--- config.mk ---
export PLATFORM = sky130hd
export DESIGN_NAME = flash_status_gen
export DESIGN_NICKNAME = d
export VERILOG_FILES = /design/src/rtl/fsg_pkg.sv /design/src/rtl/fsg_mode_ctrl.sv /design/src/rtl/fsg_sector_sel.sv /design/src/rtl/fsg_read_path.sv /design/src/rtl/flash_status_gen.sv
export SDC_FILE = /design/constraint.sdc
export NUM_CORES = 1
export LEC_CHECK = 0
export ABC_CLOCK_PERIOD_IN_PS = 2050
export BUFFER_PORTS_ARGS = -buffer_cell sky130_fd_sc_hd__buf_2
export CAP_MARGIN = 10
export CORE_MARGIN = 3
export CORE_UTILIZATION = 53
export DETAILED_ROUTE_END_ITERATION = 8
export GPL_ROUTABILITY_DRIVEN = 0
export PLACE_DENSITY = 0.83
export RECOVER_POWER = 100
export SETUP_SLACK_MARGIN = 0.02
export SYNTH_ARGS = -nofsm -noshare
export SYNTH_HDL_FRONTEND = slang
export SYNTH_SLANG_ARGS = --single-unit
--- constraint.sdc ---
create_clock -name clk -period 2.05 [get_ports clk]
set_input_delay 0.3075 -clock clk [delete_from_list [all_inputs] [get_ports clk]]
set_output_delay 0.3075 -clock clk [all_outputs]
set_load 0.02 [all_outputs]
--- src/rtl/fsg_pkg.sv ---
package fsg_pkg;

   typedef enum logic [2:0] {
      MODE_READ    = 3'd0,
      MODE_PROG    = 3'd1,
      MODE_ERASE   = 3'd2,
      MODE_SUSP    = 3'd3,
      MODE_SUSPPRG = 3'd4
   } fsg_mode_t;

   localparam int unsigned BYTE_W = 8;

   localparam int unsigned BIT_RUN_TOG = 6;
   localparam int unsigned BIT_TIMEOUT = 5;
   localparam int unsigned BIT_SEC_TOG = 2;

   function automatic logic [BYTE_W-1:0] status_byte(input logic run_t,
                                                     input logic tout,
                                                     input logic sec_t);
      logic [BYTE_W-1:0] b;
      b = '0;
      b[BIT_RUN_TOG] = run_t;
      b[BIT_TIMEOUT] = tout;
      b[BIT_SEC_TOG] = sec_t;
      return b;
   endfunction

endpackage

--- src/rtl/fsg_mode_ctrl.sv ---
module fsg_mode_ctrl
   import fsg_pkg::*;
#(
   parameter int unsigned PULSE_LIMIT = 4096
) (
   input  logic              clk,
   input  logic              rst_n,
   input  logic              cmd_prog,
   input  logic [BYTE_W-1:0] prog_new,
   input  logic [BYTE_W-1:0] prog_old,
   input  logic              cmd_erase,
   input  logic              cmd_suspend,
   input  logic              cmd_resume,
   input  logic              cmd_reset,
   input  logic              op_done,
   output fsg_mode_t         mode,
   output logic              timed_out,
   output logic              tog_clr,
   output logic              erase_start,
   output logic              erase_end,
   output logic              wr_commit,
   output logic [BYTE_W-1:0] wr_data
);

   localparam int unsigned CNT_W = $clog2(PULSE_LIMIT + 1);
   localparam logic [CNT_W-1:0] CNT_LAST = CNT_W'(PULSE_LIMIT - 1);

   logic              stalled;
   logic [CNT_W-1:0]  pulse_cnt;
   logic [BYTE_W-1:0] new_q;
   logic              raise_bit;
   logic              prog_running;
   logic              leave_on_reset;

   assign raise_bit      = |(prog_new & ~prog_old);
   assign prog_running   = (mode == MODE_PROG) || (mode == MODE_SUSPPRG);
   assign leave_on_reset = prog_running && timed_out && cmd_reset;

   assign erase_start = (mode == MODE_READ) && !cmd_prog && cmd_erase;
   assign erase_end   = (mode == MODE_ERASE) && !cmd_suspend && op_done;
   assign tog_clr     = ((mode == MODE_READ) && (cmd_prog || cmd_erase)) ||
                        leave_on_reset;

   always_ff @(posedge clk or negedge rst_n) begin
      if (!rst_n) begin
         mode      <= MODE_READ;
         stalled   <= 1'b0;
         pulse_cnt <= '0;
         timed_out <= 1'b0;
         new_q     <= '0;
         wr_commit <= 1'b0;
         wr_data   <= '0;
      end else begin
         wr_commit <= 1'b0;
         if (stalled && !timed_out) begin
            if (pulse_cnt == CNT_LAST) begin
               timed_out <= 1'b1;
            end else begin
               pulse_cnt <= pulse_cnt + 1'b1;
            end
         end
         unique case (mode)
            MODE_READ: begin
               if (cmd_prog) begin
                  mode      <= MODE_PROG;
                  new_q     <= prog_new;
                  stalled   <= raise_bit;
                  pulse_cnt <= '0;
               end else if (cmd_erase) begin
                  mode <= MODE_ERASE;
               end
            end
            MODE_ERASE: begin
               if (cmd_suspend) begin
                  mode <= MODE_SUSP;
               end else if (op_done) begin
                  mode <= MODE_READ;
               end
            end
            MODE_SUSP: begin
               if (cmd_resume) begin
                  mode <= MODE_ERASE;
               end else if (cmd_prog) begin
                  mode      <= MODE_SUSPPRG;
                  new_q     <= prog_new;
                  stalled   <= raise_bit;
                  pulse_cnt <= '0;
               end
            end
            MODE_PROG, MODE_SUSPPRG: begin
               if (leave_on_reset) begin
                  mode      <= (mode == MODE_PROG) ? MODE_READ : MODE_SUSP;
                  timed_out <= 1'b0;
                  stalled   <= 1'b0;
                  pulse_cnt <= '0;
               end else if (op_done && !stalled) begin
                  mode      <= (mode == MODE_PROG) ? MODE_READ : MODE_SUSP;
                  wr_commit <= 1'b1;
                  wr_data   <= new_q;
               end
            end
            default: mode <= MODE_READ;
         endcase
      end
   end

endmodule

--- src/rtl/fsg_sector_sel.sv ---
module fsg_sector_sel #(
   parameter int unsigned ADDR_W = 12,
   parameter int unsigned SECT_W = 3,
   localparam int unsigned NSECT = 1 << SECT_W
) (
   input  logic              clk,
   input  logic              rst_n,
   input  logic              load,
   input  logic              clear,
   input  logic [NSECT-1:0]  load_mask,
   input  logic [ADDR_W-1:0] rd_addr,
   output logic [NSECT-1:0]  mask,
   output logic              hit
);

   for (genvar s = 0; s < NSECT; s++) begin : g_sect
      always_ff @(posedge clk or negedge rst_n) begin
         if (!rst_n) begin
            mask[s] <= 1'b0;
         end else if (clear) begin
            mask[s] <= 1'b0;
         end else if (load) begin
            mask[s] <= load_mask[s];
         end
      end
   end

   if (SECT_W == 0) begin : g_single
      assign hit = mask[0];
   end else begin : g_multi
      logic [SECT_W-1:0] sect_idx;
      assign sect_idx = rd_addr[ADDR_W-1 -: SECT_W];
      assign hit      = mask[sect_idx];
   end

endmodule

--- src/rtl/fsg_read_path.sv ---
module fsg_read_path
   import fsg_pkg::*;
(
   input  logic              clk,
   input  logic              rst_n,
   input  logic              rd_stb,
   input  logic [BYTE_W-1:0] arr_data,
   input  fsg_mode_t         mode,
   input  logic              timed_out,
   input  logic              hit,
   input  logic              tog_clr,
   output logic              run_tog,
   output logic              sec_tog,
   output logic [BYTE_W-1:0] rd_data
);

   logic show_status;
   logic flip_run;
   logic flip_sec;
   logic [BYTE_W-1:0] stat;

   always_comb begin
      show_status = 1'b0;
      flip_run    = 1'b0;
      flip_sec    = 1'b0;
      unique case (mode)
         MODE_PROG: begin
            show_status = 1'b1;
            flip_run    = 1'b1;
         end
         MODE_ERASE, MODE_SUSPPRG: begin
            show_status = 1'b1;
            flip_run    = 1'b1;
            flip_sec    = hit;
         end
         MODE_SUSP: begin
            show_status = hit;
            flip_sec    = hit;
         end
         default: ;
      endcase
   end

   assign stat = status_byte(run_tog, timed_out, sec_tog);

   always_ff @(posedge clk or negedge rst_n) begin
      if (!rst_n) begin
         run_tog <= 1'b0;
         sec_tog <= 1'b0;
         rd_data <= '0;
      end else begin
         if (rd_stb) begin
            rd_data <= show_status ? stat : arr_data;
         end
         if (tog_clr) begin
            run_tog <= 1'b0;
            sec_tog <= 1'b0;
         end else if (rd_stb) begin
            if (flip_run) run_tog <= ~run_tog;
            if (flip_sec) sec_tog <= ~sec_tog;
         end
      end
   end

endmodule

--- src/rtl/flash_status_gen.sv ---
module flash_status_gen
   import fsg_pkg::*;
#(
   parameter int unsigned ADDR_W      = 12,
   parameter int unsigned SECT_W      = 3,
   parameter int unsigned PULSE_LIMIT = 4096,
   localparam int unsigned NSECT = 1 << SECT_W
) (
   input  logic              clk,
   input  logic              rst_n,
   input  logic              rd_stb,
   input  logic [ADDR_W-1:0] rd_addr,
   input  logic [7:0]        arr_data,
   input  logic              cmd_prog,
   input  logic [7:0]        prog_new,
   input  logic [7:0]        prog_old,
   input  logic              cmd_erase,
   input  logic [NSECT-1:0]  erase_mask,
   input  logic              cmd_suspend,
   input  logic              cmd_resume,
   input  logic              cmd_reset,
   input  logic              op_done,
   output logic [7:0]        rd_data,
   output logic              wr_commit,
   output logic [7:0]        wr_data
);

   if (SECT_W > ADDR_W) begin : g_bad_sect
      $error("SECT_W must not exceed ADDR_W");
   end
   if (SECT_W > 6) begin : g_bad_nsect
      $error("SECT_W above 6 makes the selection mask too wide");
   end
   if (PULSE_LIMIT < 2) begin : g_bad_limit
      $error("PULSE_LIMIT must be at least 2");
   end

   fsg_mode_t        mode;
   logic             timed_out;
   logic             tog_clr;
   logic             erase_start;
   logic             erase_end;
   logic [NSECT-1:0] sect_mask;
   logic             sect_hit;
   logic             run_tog;
   logic             sec_tog;

   fsg_mode_ctrl #(
      .PULSE_LIMIT (PULSE_LIMIT)
   ) u_ctrl (
      .clk         (clk),
      .rst_n       (rst_n),
      .cmd_prog    (cmd_prog),
      .prog_new    (prog_new),
      .prog_old    (prog_old),
      .cmd_erase   (cmd_erase),
      .cmd_suspend (cmd_suspend),
      .cmd_resume  (cmd_resume),
      .cmd_reset   (cmd_reset),
      .op_done     (op_done),
      .mode        (mode),
      .timed_out   (timed_out),
      .tog_clr     (tog_clr),
      .erase_start (erase_start),
      .erase_end   (erase_end),
      .wr_commit   (wr_commit),
      .wr_data     (wr_data)
   );

   fsg_sector_sel #(
      .ADDR_W (ADDR_W),
      .SECT_W (SECT_W)
   ) u_sect (
      .clk       (clk),
      .rst_n     (rst_n),
      .load      (erase_start),
      .clear     (erase_end),
      .load_mask (erase_mask),
      .rd_addr   (rd_addr),
      .mask      (sect_mask),
      .hit       (sect_hit)
   );

   fsg_read_path u_read (
      .clk       (clk),
      .rst_n     (rst_n),
      .rd_stb    (rd_stb),
      .arr_data  (arr_data),
      .mode      (mode),
      .timed_out (timed_out),
      .hit       (sect_hit),
      .tog_clr   (tog_clr),
      .run_tog   (run_tog),
      .sec_tog   (sec_tog),
      .rd_data   (rd_data)
   );

endmodule

==> metrics.md, run 1 <==
| Metric | Value |
|---|---|
| CTS tree | done |
| Net Sw Frac | 40.6% |
| Routed Antenna Nets | 0 |
| Yosys warns | 0 |
| Final Net Count | 396 |
| DR top layer | met4 |
| Max FO, Critical Path | 15 |
| Routed vias | 2,389 |
| Tot Pwr | 4.07 mW |
| DR DRC count | 0 |
| Compound-gate portion of the synthesized area | 18.1% |
| Clock Pin Slew Worst Setup and Hold Paths | 0.10 ns |
| Leak Pwr | 1.52 nW |
| Max transition margin | 5.95% |
| Max VDD drop | 758 uV |
| Simple-gate portion of the synthesized area | 19.3% |
| DRT Pass-1 Iters | 4 |
| # setup viols final | 0 |
| Vias in the first global route | 2,407 |
| Wl on met1 | 2640 um |
| Final worst setup slack | 0.182 ns |
| Commonest non-fill, non-tap cells in the layout | dfrtp_1 (53), buf_2 (42), clkbuf_1 (21), nand2_1 (18), o21ai_0 (16) |
| Post-Syn Instances | 275 |
| Die area | 6180 um2 |
| # IOs | 70 |
| Crit path DAT | 2.13 ns |
| Met3 wire length | 358 um |
| Total grt overflow | 0 |
| Worst setup EP type | register |
| CTS Buf Count | 5 |
| Initial Util | 56.9% |
| Max-cap viol count | 0 |
| Req. time, crit path | 2.31 ns |
| R2r setup slk | 0.18 ns |
| Pre-CTS WS | 0.179 ns |
| RSZ-0062 raised after global routing | false |
| Final period util | 91.1% |
| Worst-Skew Late Latency | 0.32 ns |
| Reg power frac | 41.2% |
| P_sw | 1.65 mW |
| Power per cell area | 1230 nW/um2 |
| First-pass GRT wire length | 10,600 um |
| Core Region | 4910 um2 |
| Area growth syn-to-layout | 18.4% |
| Clock root cell | clkbuf_8 |
| Final setup skew | 0.0102 ns |
| Synth Area in XOR/XNOR | 0.627% |
| DPL Wire Length | 4560 um |
| Post-DR wirelength/cell | 15.0 um |
| WL met2 | 3080 um |
| Gr usage total | 21.2% |
| Number of flops mapped to enable cells by yosys | 0 |
| Share of cells above drive strength 1 | 23.3% |
| Die Y-Extent | 78.6 um |
| Total Wirelength | 6130 um |
| Clock Path Buffers | 2 |
| Buffers on Ports | 60 |
| Fraction of the mapped netlist area in adder cells | 0.448% |
| Max Fclk | 535 MHz |
| Combinational family with the most area after synthesis | simple AND/OR/NAND/NOR gates |
| Fillers | 399 |
| Total negative slack | 0 ns |
| Most common cell after layout, fill and taps aside | dfrtp_1 |
| Htree depth | 2 |
| Mapped Area | 2790 um2 |
| Status | completed |
| Worst hold margin | 0.206 ns |
| Synth cell types | 55 |
| Initial antenna violation count | 0 |
| # diodes | 0 |
| Post-synthesis mux area share | 9.99% |
| Worst-margin pin slew | 1.41 ns |
| FP Rows | 25 |
| Sequential area share after synthesis | 47.5% |
| Top_reg_cell synth | dfrtp_1 |
| Final Critical Period | 1.87 ns |
| Post-synthesis register bit count | 53 |
| Clk pwr share | 15.9% |
| CP Launch Type | register |
| Asr flop ratio synth | 100% |
| Die X | 78.6 um |
| Syn_nets | 329 |
| Int Power | 2.42 mW |
| Gate power share | 43.0% |
| Via-per-instance ratio | 5.83 |
| Seq. cell area | 1330 um2 |
| Final Hold Vio Count | 0 |
| Pins over their slew limit | 0 |
| Syn Area/Cell | 10.2 um2 |
| Sink Count | 53 |
| Initial DRC Count | 181 |
| Multi-input logic area | 1360 um2 |
| Worst Setup Path Type | reg -> reg |
| Hold Path Class | in -> reg |
| Largest net degree at the start of global routing | 31 |
## cells by family after synthesis
kind of cell    Yosys count
simple gates             97
flops                    53
compound gates           70
mux                      25
xor+xnor                  2
fa+ha+maj                 1
buf+inv                  27
## per-stage QoR
step / instances / utilization [%] / area, um2
after detailed placement: 401 / 65.8 / 3230
final: 410 / 67.3 / 3310
after floorplan: 275 / - / 2790
after global routing: 410 / 67.3 / 3310
after CTS: 410 / 68.0 / 3340
after global placement: 401 / 65.8 / 3230
## power by group through the flow
stage	sequential (mW)	combinational (mW)	clock (mW)
floorplan	1.76	1.16	0
global placement	1.66	1.74	0
detailed placement	1.68	1.81	0
CTS	1.66	1.81	0.668
global route	1.73	1.94	0.703
finish	1.67	1.75	0.645
## area by class of cell
class / instances / share of cell area, %
sequential: 53 / 40.1
tap: 67 / 2.54
inverter: 12 / 1.36
clock inverter: 3 / 0.871
multi-input combinational: 195 / 41.3
timing repair buffer: 75 / 11.8
clock buffer: 5 / 2.08
## flip-flops by register name, summed over array words and instances, names as in the netlist
signal / count
u_ctrl.stalled: 1
u_ctrl.wr_data: 8
u_sect.mask: 8
u_ctrl.new_q: 8
u_ctrl.wr_commit: 1
u_read.sec_tog: 1
u_ctrl.timed_out: 1
u_read.run_tog: 1
u_ctrl.mode: 3
u_ctrl.pulse_cnt: 13
u_read.rd_data: 8
## critical path, stage by stage (launching register included)
cell and delay, ns:
dfrtp_1 0.56, buf_4 0.29, nor3b_1 0.08, or4_4 0.47, a31oi_4 0.22, a22o_1 0.18
## cell usage after synthesis, drive strengths merged (2+ instances only)
library cell	instances	area, um2
a21oi	9	45.0
o31ai	4	30.0
nor3	11	55.1
o32a	2	20.0
nand4	4	31.3
nor2	13	48.8
nor4b	3	26.3
inv	12	45.0
mux2	13	146
buf	9	43.8
o21ai	17	85.1
nand2	18	67.6
a2bb2oi	2	17.5
nor3b	4	30.0
nand3b	5	37.5
o22ai	4	25.0
nor2b	10	62.6
a41oi	2	17.5
a311oi	2	17.5
nor4	3	18.8
a22o	13	114
clkbuf	6	22.5
or3	4	25.0
mux2i	11	110
nand3	10	50.1
a31oi	3	33.8
or4	2	18.8
and2	3	18.8
and3	2	12.5
dfrtp	53	1330
a211oi	2	15.0
nand2b	2	12.5
## metal layers
metal | global-route usage, % | vias up
met5 | 0 | -
met4 | 6.99 | 0
met3 | 5.39 | 6
met2 | 37.0 | 69
met1 | 25.5 | 1153
li1 | - | 1161
## final timing paths
path	from	to	cells past startpoint
setup reg to reg	u_ctrl.mode[0]	u_read.rd_data[4]	5
hold reg to reg	u_ctrl.new_q[6]	u_ctrl.new_q[6]	2
setup / recovery	u_ctrl.mode[0]	u_read.rd_data[4]	5
max in group asynchronous	rst_n	u_sect.mask[2]	2
hold / removal	arr_data[3]	u_read.rd_data[3]	2
min in group asynchronous	rst_n	u_read.rd_data[3]	2
## what timing repair did
item | 4_1_cts | 5_1_grt
gates resized for setup | 0 | 1
hold endpoints to repair | 23 | 0
setup endpoints to repair | 0 | 2
setup buffers | 0 | 0
hold buffers | 1 | 0
(Power assumes the default switching activity.)
==> run 2, diff against run 1 <==
GPL_TIMING_DRIVEN = 0   (was unset)
==> metrics.md, run 2 (same netlist as run 1, synthesis figures left out) <==
| Metric | Value |
|---|---|
| Status | completed |
| Routed vias | 2,427 (+1.6%) |
| Largest net degree at the start of global routing | 54 (+74%) |
| Clk pwr share | 15.7% (-0.2 points) |
| Max-cap viol count | 0 (unchanged) |
| Area growth syn-to-layout | 17.3% |
| # setup viols final | 0 (unchanged) |
| # IOs | 70 (unchanged) |
| Most common cell after layout, fill and taps aside | dfrtp_1 |
| Sink Count | 53 (unchanged) |
| Die area | 6180 um2 (unchanged) |
| Via-per-instance ratio | 5.91 (+1.3%) |
| Die X | 78.6 um (unchanged) |
| Post-CTS setup buffers | 0 (unchanged) |
| Worst-margin pin slew | 0.916 ns (-0.494 ns) |
| Initial Util | 56.9% (unchanged) |
| Clock root cell | clkbuf_8 |
| Gr usage total | 20.0% (-1.2 points) |
| Buffers on Ports | 59 (-1.7%) |
| Routed Antenna Nets | 0 (unchanged) |
| Post-DR wirelength/cell | 14.5 um (-3.3%) |
| Final setup skew | 0.0119 ns (+0.00164 ns) |
| CTS Buf Count | 5 (unchanged) |
| DPL Wire Length | 4270 um (-6.4%) |
| Tot Pwr | 4.02 mW (-1.2%) |
| First-pass GRT wire length | 9750 um (-7.8%) |
| Reg power frac | 40.3% (-0.9 points) |
| CP Launch Type | register |
| Worst Setup Path Type | reg -> reg |
| Commonest non-fill, non-tap cells in the layout | dfrtp_1 (53), buf_2 (48), clkbuf_1 (25), nand2_1 (18), o21ai_0 (16) |
| Clock Pin Slew Worst Setup and Hold Paths | 0.11 ns (about the same) |
| Max FO, Critical Path | 9 (-6) |
| Fillers | 386 (-3.3%) |
| Share of cells above drive strength 1 | 22.7% (-0.65 points) |
| Pre-CTS WS | 0.0791 ns (-0.0999 ns) |
| P_sw | 1.64 mW (-0.88%) |
| Max VDD drop | 862 uV (+14%) |
| FP Rows | 25 (unchanged) |
| Clock Path Buffers | 2 (unchanged) |
| Final period util | 92.2% (+1.1 points) |
| DR DRC count | 0 (unchanged) |
| Final Critical Period | 1.89 ns (+0.0219 ns) |
| Power per cell area | 1230 nW/um2 (-0.36%) |
| Int Power | 2.38 mW (-1.5%) |
| Net Sw Frac | 40.7% (+0.15 points) |
| Vias in the first global route | 2,171 (-9.8%) |
| Post-route cell area | 3280 um2 (-0.87%) |
| Max FFs per register | 13 (unchanged) |
| Hold Path Class | in -> reg |
| Placed cell area | 3170 um2 (-1.9%) |
| Initial DRC Count | 212 (+17%) |
| Gate power share | 44.0% (+1.0 points) |
| Total grt overflow | 0 (unchanged) |
| Initial antenna violation count | 0 (unchanged) |
| CTS tree | done |
| Total Wirelength | 5950 um (-3.1%) |
| Worst setup EP type | register |
| # diodes | 0 (unchanged) |
| Leak Pwr | 1.51 nW (-1.0%) |
| Final Net Count | 397 (+0.25%) |
| Final Hold Vio Count | 0 (unchanged) |
| Die Y-Extent | 78.6 um (unchanged) |
| Final worst setup slack | 0.160 ns (-0.0219 ns) |
| Htree depth | 2 (unchanged) |
| Max transition margin | 38.9% (+33 points) |
| DRT Pass-1 Iters | 4 (unchanged) |
| Total negative slack | 0 ns (unchanged) |
| Worst hold margin | 0.211 ns (+0.00551 ns) |
| Crit path DAT | 2.14 ns (about the same) |
| Req. time, crit path | 2.30 ns (about the same) |
| Largest Register | u_ctrl.pulse_cnt |
| Max Fclk | 529 MHz (-1.2%) |
| Core Region | 4910 um2 (unchanged) |
| Pins over their slew limit | 0 (unchanged) |
| Worst-Skew Late Latency | 0.32 ns (about the same) |
| RSZ-0062 raised after global routing | false |
-- run 2: cell count changes in the layout (fill, tap and decap cells not counted), sizes merged --
cell	before	now
clkbuf	28	32
buf	51	48
-- run 2: final timing paths --
check | end | slack [ns] | from | cells past startpoint
min in group asynchronous | u_ctrl.pulse_cnt[8] | 0.63 | rst_n | 2
hold reg to reg | u_ctrl.new_q[4] | 0.49 | u_ctrl.new_q[4] | 2
setup reg to reg | u_ctrl.pulse_cnt[11] | 0.16 | u_ctrl.timed_out | 5
hold / removal | u_sect.mask[6] | 0.21 | erase_mask[6] | 2
max in group asynchronous | u_sect.mask[3] | 0.33 | rst_n | 3
setup / recovery | u_ctrl.pulse_cnt[11] | 0.16 | u_ctrl.timed_out | 5
-- run 2: metal layers --
| metal | vias to the layer above | track usage (%) | wire (um) |
|---|---|---|---|
| met5 | - | 0 | 0 |
| met4 | 0 | 8.92 | 110 |
| met3 | 11 | 4.70 | 407 |
| met2 | 91 | 30.1 | 2600 |
| met1 | 1156 | 27.4 | 2830 |
| li1 | 1169 | - | - |
-- run 2: layout make-up --
class	instances	area, um2	share of cell area (%)
Clock inverter	3	26.3	0.802
Sequential cell	53	1330	40.5
Clock buffer	5	68.8	2.10
Multi-Input combinational cell	195	1370	41.8
Inverter	12	45.0	1.37
Tap cell	67	83.8	2.56
Timing Repair Buffer	61	290	8.86
Buffer	15	66.3	2.02
-- run 2: through the flow --
stage / std cells / util, %
after floorplan: 275 / -
after CTS: 409 / 66.5
final: 411 / 66.7
after global routing: 411 / 66.7
after detailed placement: 401 / 64.6
after global placement: 401 / 64.6
-- run 2: power groups by stage --
stage	Sequential, mW	Combinational (mW)	Clock, mW
after floorplan	1.76	1.16	0
after global placement	1.60	1.74	0
after detailed placement	1.62	1.80	0
after CTS	1.61	1.80	0.646
after global routing	1.66	1.96	0.694
final	1.62	1.77	0.630
-- run 2: timing repair --
action / CTS / global route
endpoints found under the hold margin: 0 / 17
hold buffers: 0 / 1
endpoints found under the setup margin: 0 / 11
resized for setup: 0 / 4
-- run 2: critical path: stages, from the launching register on --
cell	delay [ns]
dfrtp_1	0.37
buf_2	0.17
nor2b_1	0.28
nand4_1	0.29
or4_1	0.53
a21oi_1	0.17
==> run 3, diff against run 2 <==
ABC_CLOCK_PERIOD_IN_PS = 2400   (was 2050)
CELL_PAD_IN_SITES_DETAIL_PLACEMENT = 2   (was unset)
CELL_PAD_IN_SITES_GLOBAL_PLACEMENT = 2   (was unset)
CORE_UTILIZATION = 35   (was 53)
PLACE_DENSITY = 0.87   (was 0.83)
clock period = 2.4 ns   (was 2.05 ns; I/O delays follow)
==> metrics.md, run 3 (same netlist as run 1, synthesis figures left out) <==
| Metric | Value |
|---|---|
| Buffers on Ports | 59 (unchanged) |
| Crit path DAT | 2.37 ns (+0.23 ns) |
| R2r setup slk | 0.24 ns (+0.08 ns) |
| Vias in the first global route | 2,754 (+27%) |
| Critical R2R Launch | u_ctrl.mode[2] |
| Die X | 95.3 um (+21%) |
| Total negative slack | 0 ns (unchanged) |
| Max-cap viol count | 0 (unchanged) |
| Share of cells above drive strength 1 | 20.9% (-1.7 points) |
| Status | completed |
| Pins over their slew limit | 0 (unchanged) |
| DPL Wire Length | 6010 um (+41%) |
| Leak Pwr | 1.52 nW (+0.85%) |
| Crit path from | u_ctrl.mode[2] |
| Via-per-instance ratio | 5.46 (-7.5%) |
| RSZ-0062 raised after global routing | false |
| Reg-to-reg endpoint | u_ctrl.stalled |
| Final worst setup slack | 0.241 ns (+0.0810 ns) |
| # diodes | 0 (unchanged) |
| Max VDD drop | 415 uV (-52%) |
| Initial DRC Count | 90 (-58%) |
| Htree depth | 2 (unchanged) |
| Setup crit end | u_ctrl.stalled |
| DR DRC count | 0 (unchanged) |
| Worst setup EP type | register |
| Worst-Skew Late Latency | 0.31 ns (about the same) |
| Area growth syn-to-layout | 19.6% |
| Final Net Count | 397 (unchanged) |
| Largest net degree at the start of global routing | 54 (unchanged) |
| Gr usage total | 20.1% (+0.088 points) |
| Core Region | 7490 um2 (+52%) |
| FP Rows | 31 (+24%) |
| Max transition margin | 48.4% (+9.5 points) |
| Routed vias | 2,420 (-0.29%) |
| Fillers | 821 (+110%) |
| Sink Count | 53 (unchanged) |
| Max Fclk | 463 MHz (-12%) |
| Total Wirelength | 8210 um (+38%) |
| Post-CTS setup buffers | 0 (unchanged) |
| Commonest non-fill, non-tap cells in the layout | dfrtp_1 (53), buf_2 (47), clkbuf_1 (27), nand2_1 (18), o21ai_0 (16) |
| Post-DR wirelength/cell | 18.5 um (+28%) |
| Max FO, Critical Path | 10 (+1) |
| CTS Buf Count | 5 (unchanged) |
| Final Hold Vio Count | 0 (unchanged) |
| CP Launch Type | register |
| Largest Register | u_ctrl.pulse_cnt |
| Resized cells post-CTS | 0 (unchanged) |
| Worst-margin pin slew | 0.773 ns (-0.143 ns) |
| Final Critical Period | 2.16 ns (+0.269 ns) |
| Initial antenna violation count | 0 (unchanged) |
| Clock Path Buffers | 2 (unchanged) |
| Die area | 9090 um2 (+47%) |
| Final period util | 89.9% (-2.2 points) |
| Final core utilization | 44.6% (-22 points) |
| Worst Setup Path Type | reg -> reg |
| Routed Antenna Nets | 0 (unchanged) |
| Final setup skew | 0.00451 ns (-0.00736 ns) |
| Total grt overflow | 0 (unchanged) |
| CTS tree | done |
| Power per cell area | 1110 nW/um2 (-9.2%) |
| First-pass GRT wire length | 14,100 um (+44%) |
| Hold Path Class | in -> reg |
| Die Y-Extent | 95.3 um (+21%) |
| R2R depth | 7 (+2) |
| Clock root cell | clkbuf_8 |
| Pre-CTS WS | 0.340 ns (+0.261 ns) |
| Max FFs per register | 13 (unchanged) |
| # IOs | 70 (unchanged) |
| CTS Hold Buffers Added | 0 (unchanged) |
| # setup viols final | 0 (unchanged) |
| DRT Pass-1 Iters | 4 (unchanged) |
| Worst hold margin | 0.270 ns (+0.0586 ns) |
| Most common cell after layout, fill and taps aside | dfrtp_1 |
| Initial Util | 37.3% (-20 points) |
| Clock Pin Slew Worst Setup and Hold Paths | 0.10 ns (about the same) |
| Req. time, crit path | 2.61 ns (+0.31 ns) |
## run 3: routing by layer
metal	global-route usage [%]	routed length [um]
met5	0	0
met4	4.33	68
met3	4.10	397
met2	35.0	4120
met1	25.6	3630
## run 3: worst min-delay path by stage
| stage | depth (start not counted) | start | slack [ns] | end |
|---|---|---|---|---|
| finish | 2 | erase_mask[7] | 0.27 | u_sect.mask[7] |
| global route | 2 | erase_mask[5] | 0.25 | u_sect.mask[5] |
| CTS | 2 | erase_mask[5] | 0.27 | u_sect.mask[5] |
| detailed placement | 2 | u_ctrl.new_q[2] | 0.48 | u_ctrl.new_q[2] |
| global placement | 2 | u_ctrl.new_q[5] | 0.46 | u_ctrl.new_q[5] |
| floorplan | 0 | rst_n | 0.06 | u_ctrl.mode[0] |
## run 3: area by class of cell
type / count / area, um2 / share of cell area (%)
clock inverters: 3 / 68.8 / 2.06
multi-input cells: 195 / 1340 / 40.1
well taps: 99 / 124 / 3.71
repair buffers: 61 / 303 / 9.07
flip-flops and latches: 53 / 1330 / 39.7
plain buffers: 15 / 63.8 / 1.91
inverters: 12 / 45.0 / 1.35
clock buffers: 5 / 68.8 / 2.06
## run 3: power breakdown
group          total (mW)  switching (mW)  leakage [nW]  internal, mW
combinational        1.59           0.986         0.764         0.607
sequential           1.38           0.186         0.687          1.20
clock               0.741           0.321        0.0687         0.420
total                3.72            1.49          1.52          2.22
## run 3: worst max-delay path, cell delays in order, from the launching register on
cell and delay (ns):
dfrtp_1 0.39, buf_2 0.19, xnor2_1 0.26, or3_1 0.15, clkbuf_1 0.27, clkbuf_1 0.43, nand3_1 0.22, o31ai_1 0.14
## run 3: metrics by stage
stage	total power [mW]	cell area, um2	std cells
after floorplan	2.49	2790	275
after global routing	4.02	3340	443
after global placement	2.92	3210	433
after detailed placement	3.02	3210	433
after CTS	3.80	3350	441
final	3.72	3340	443
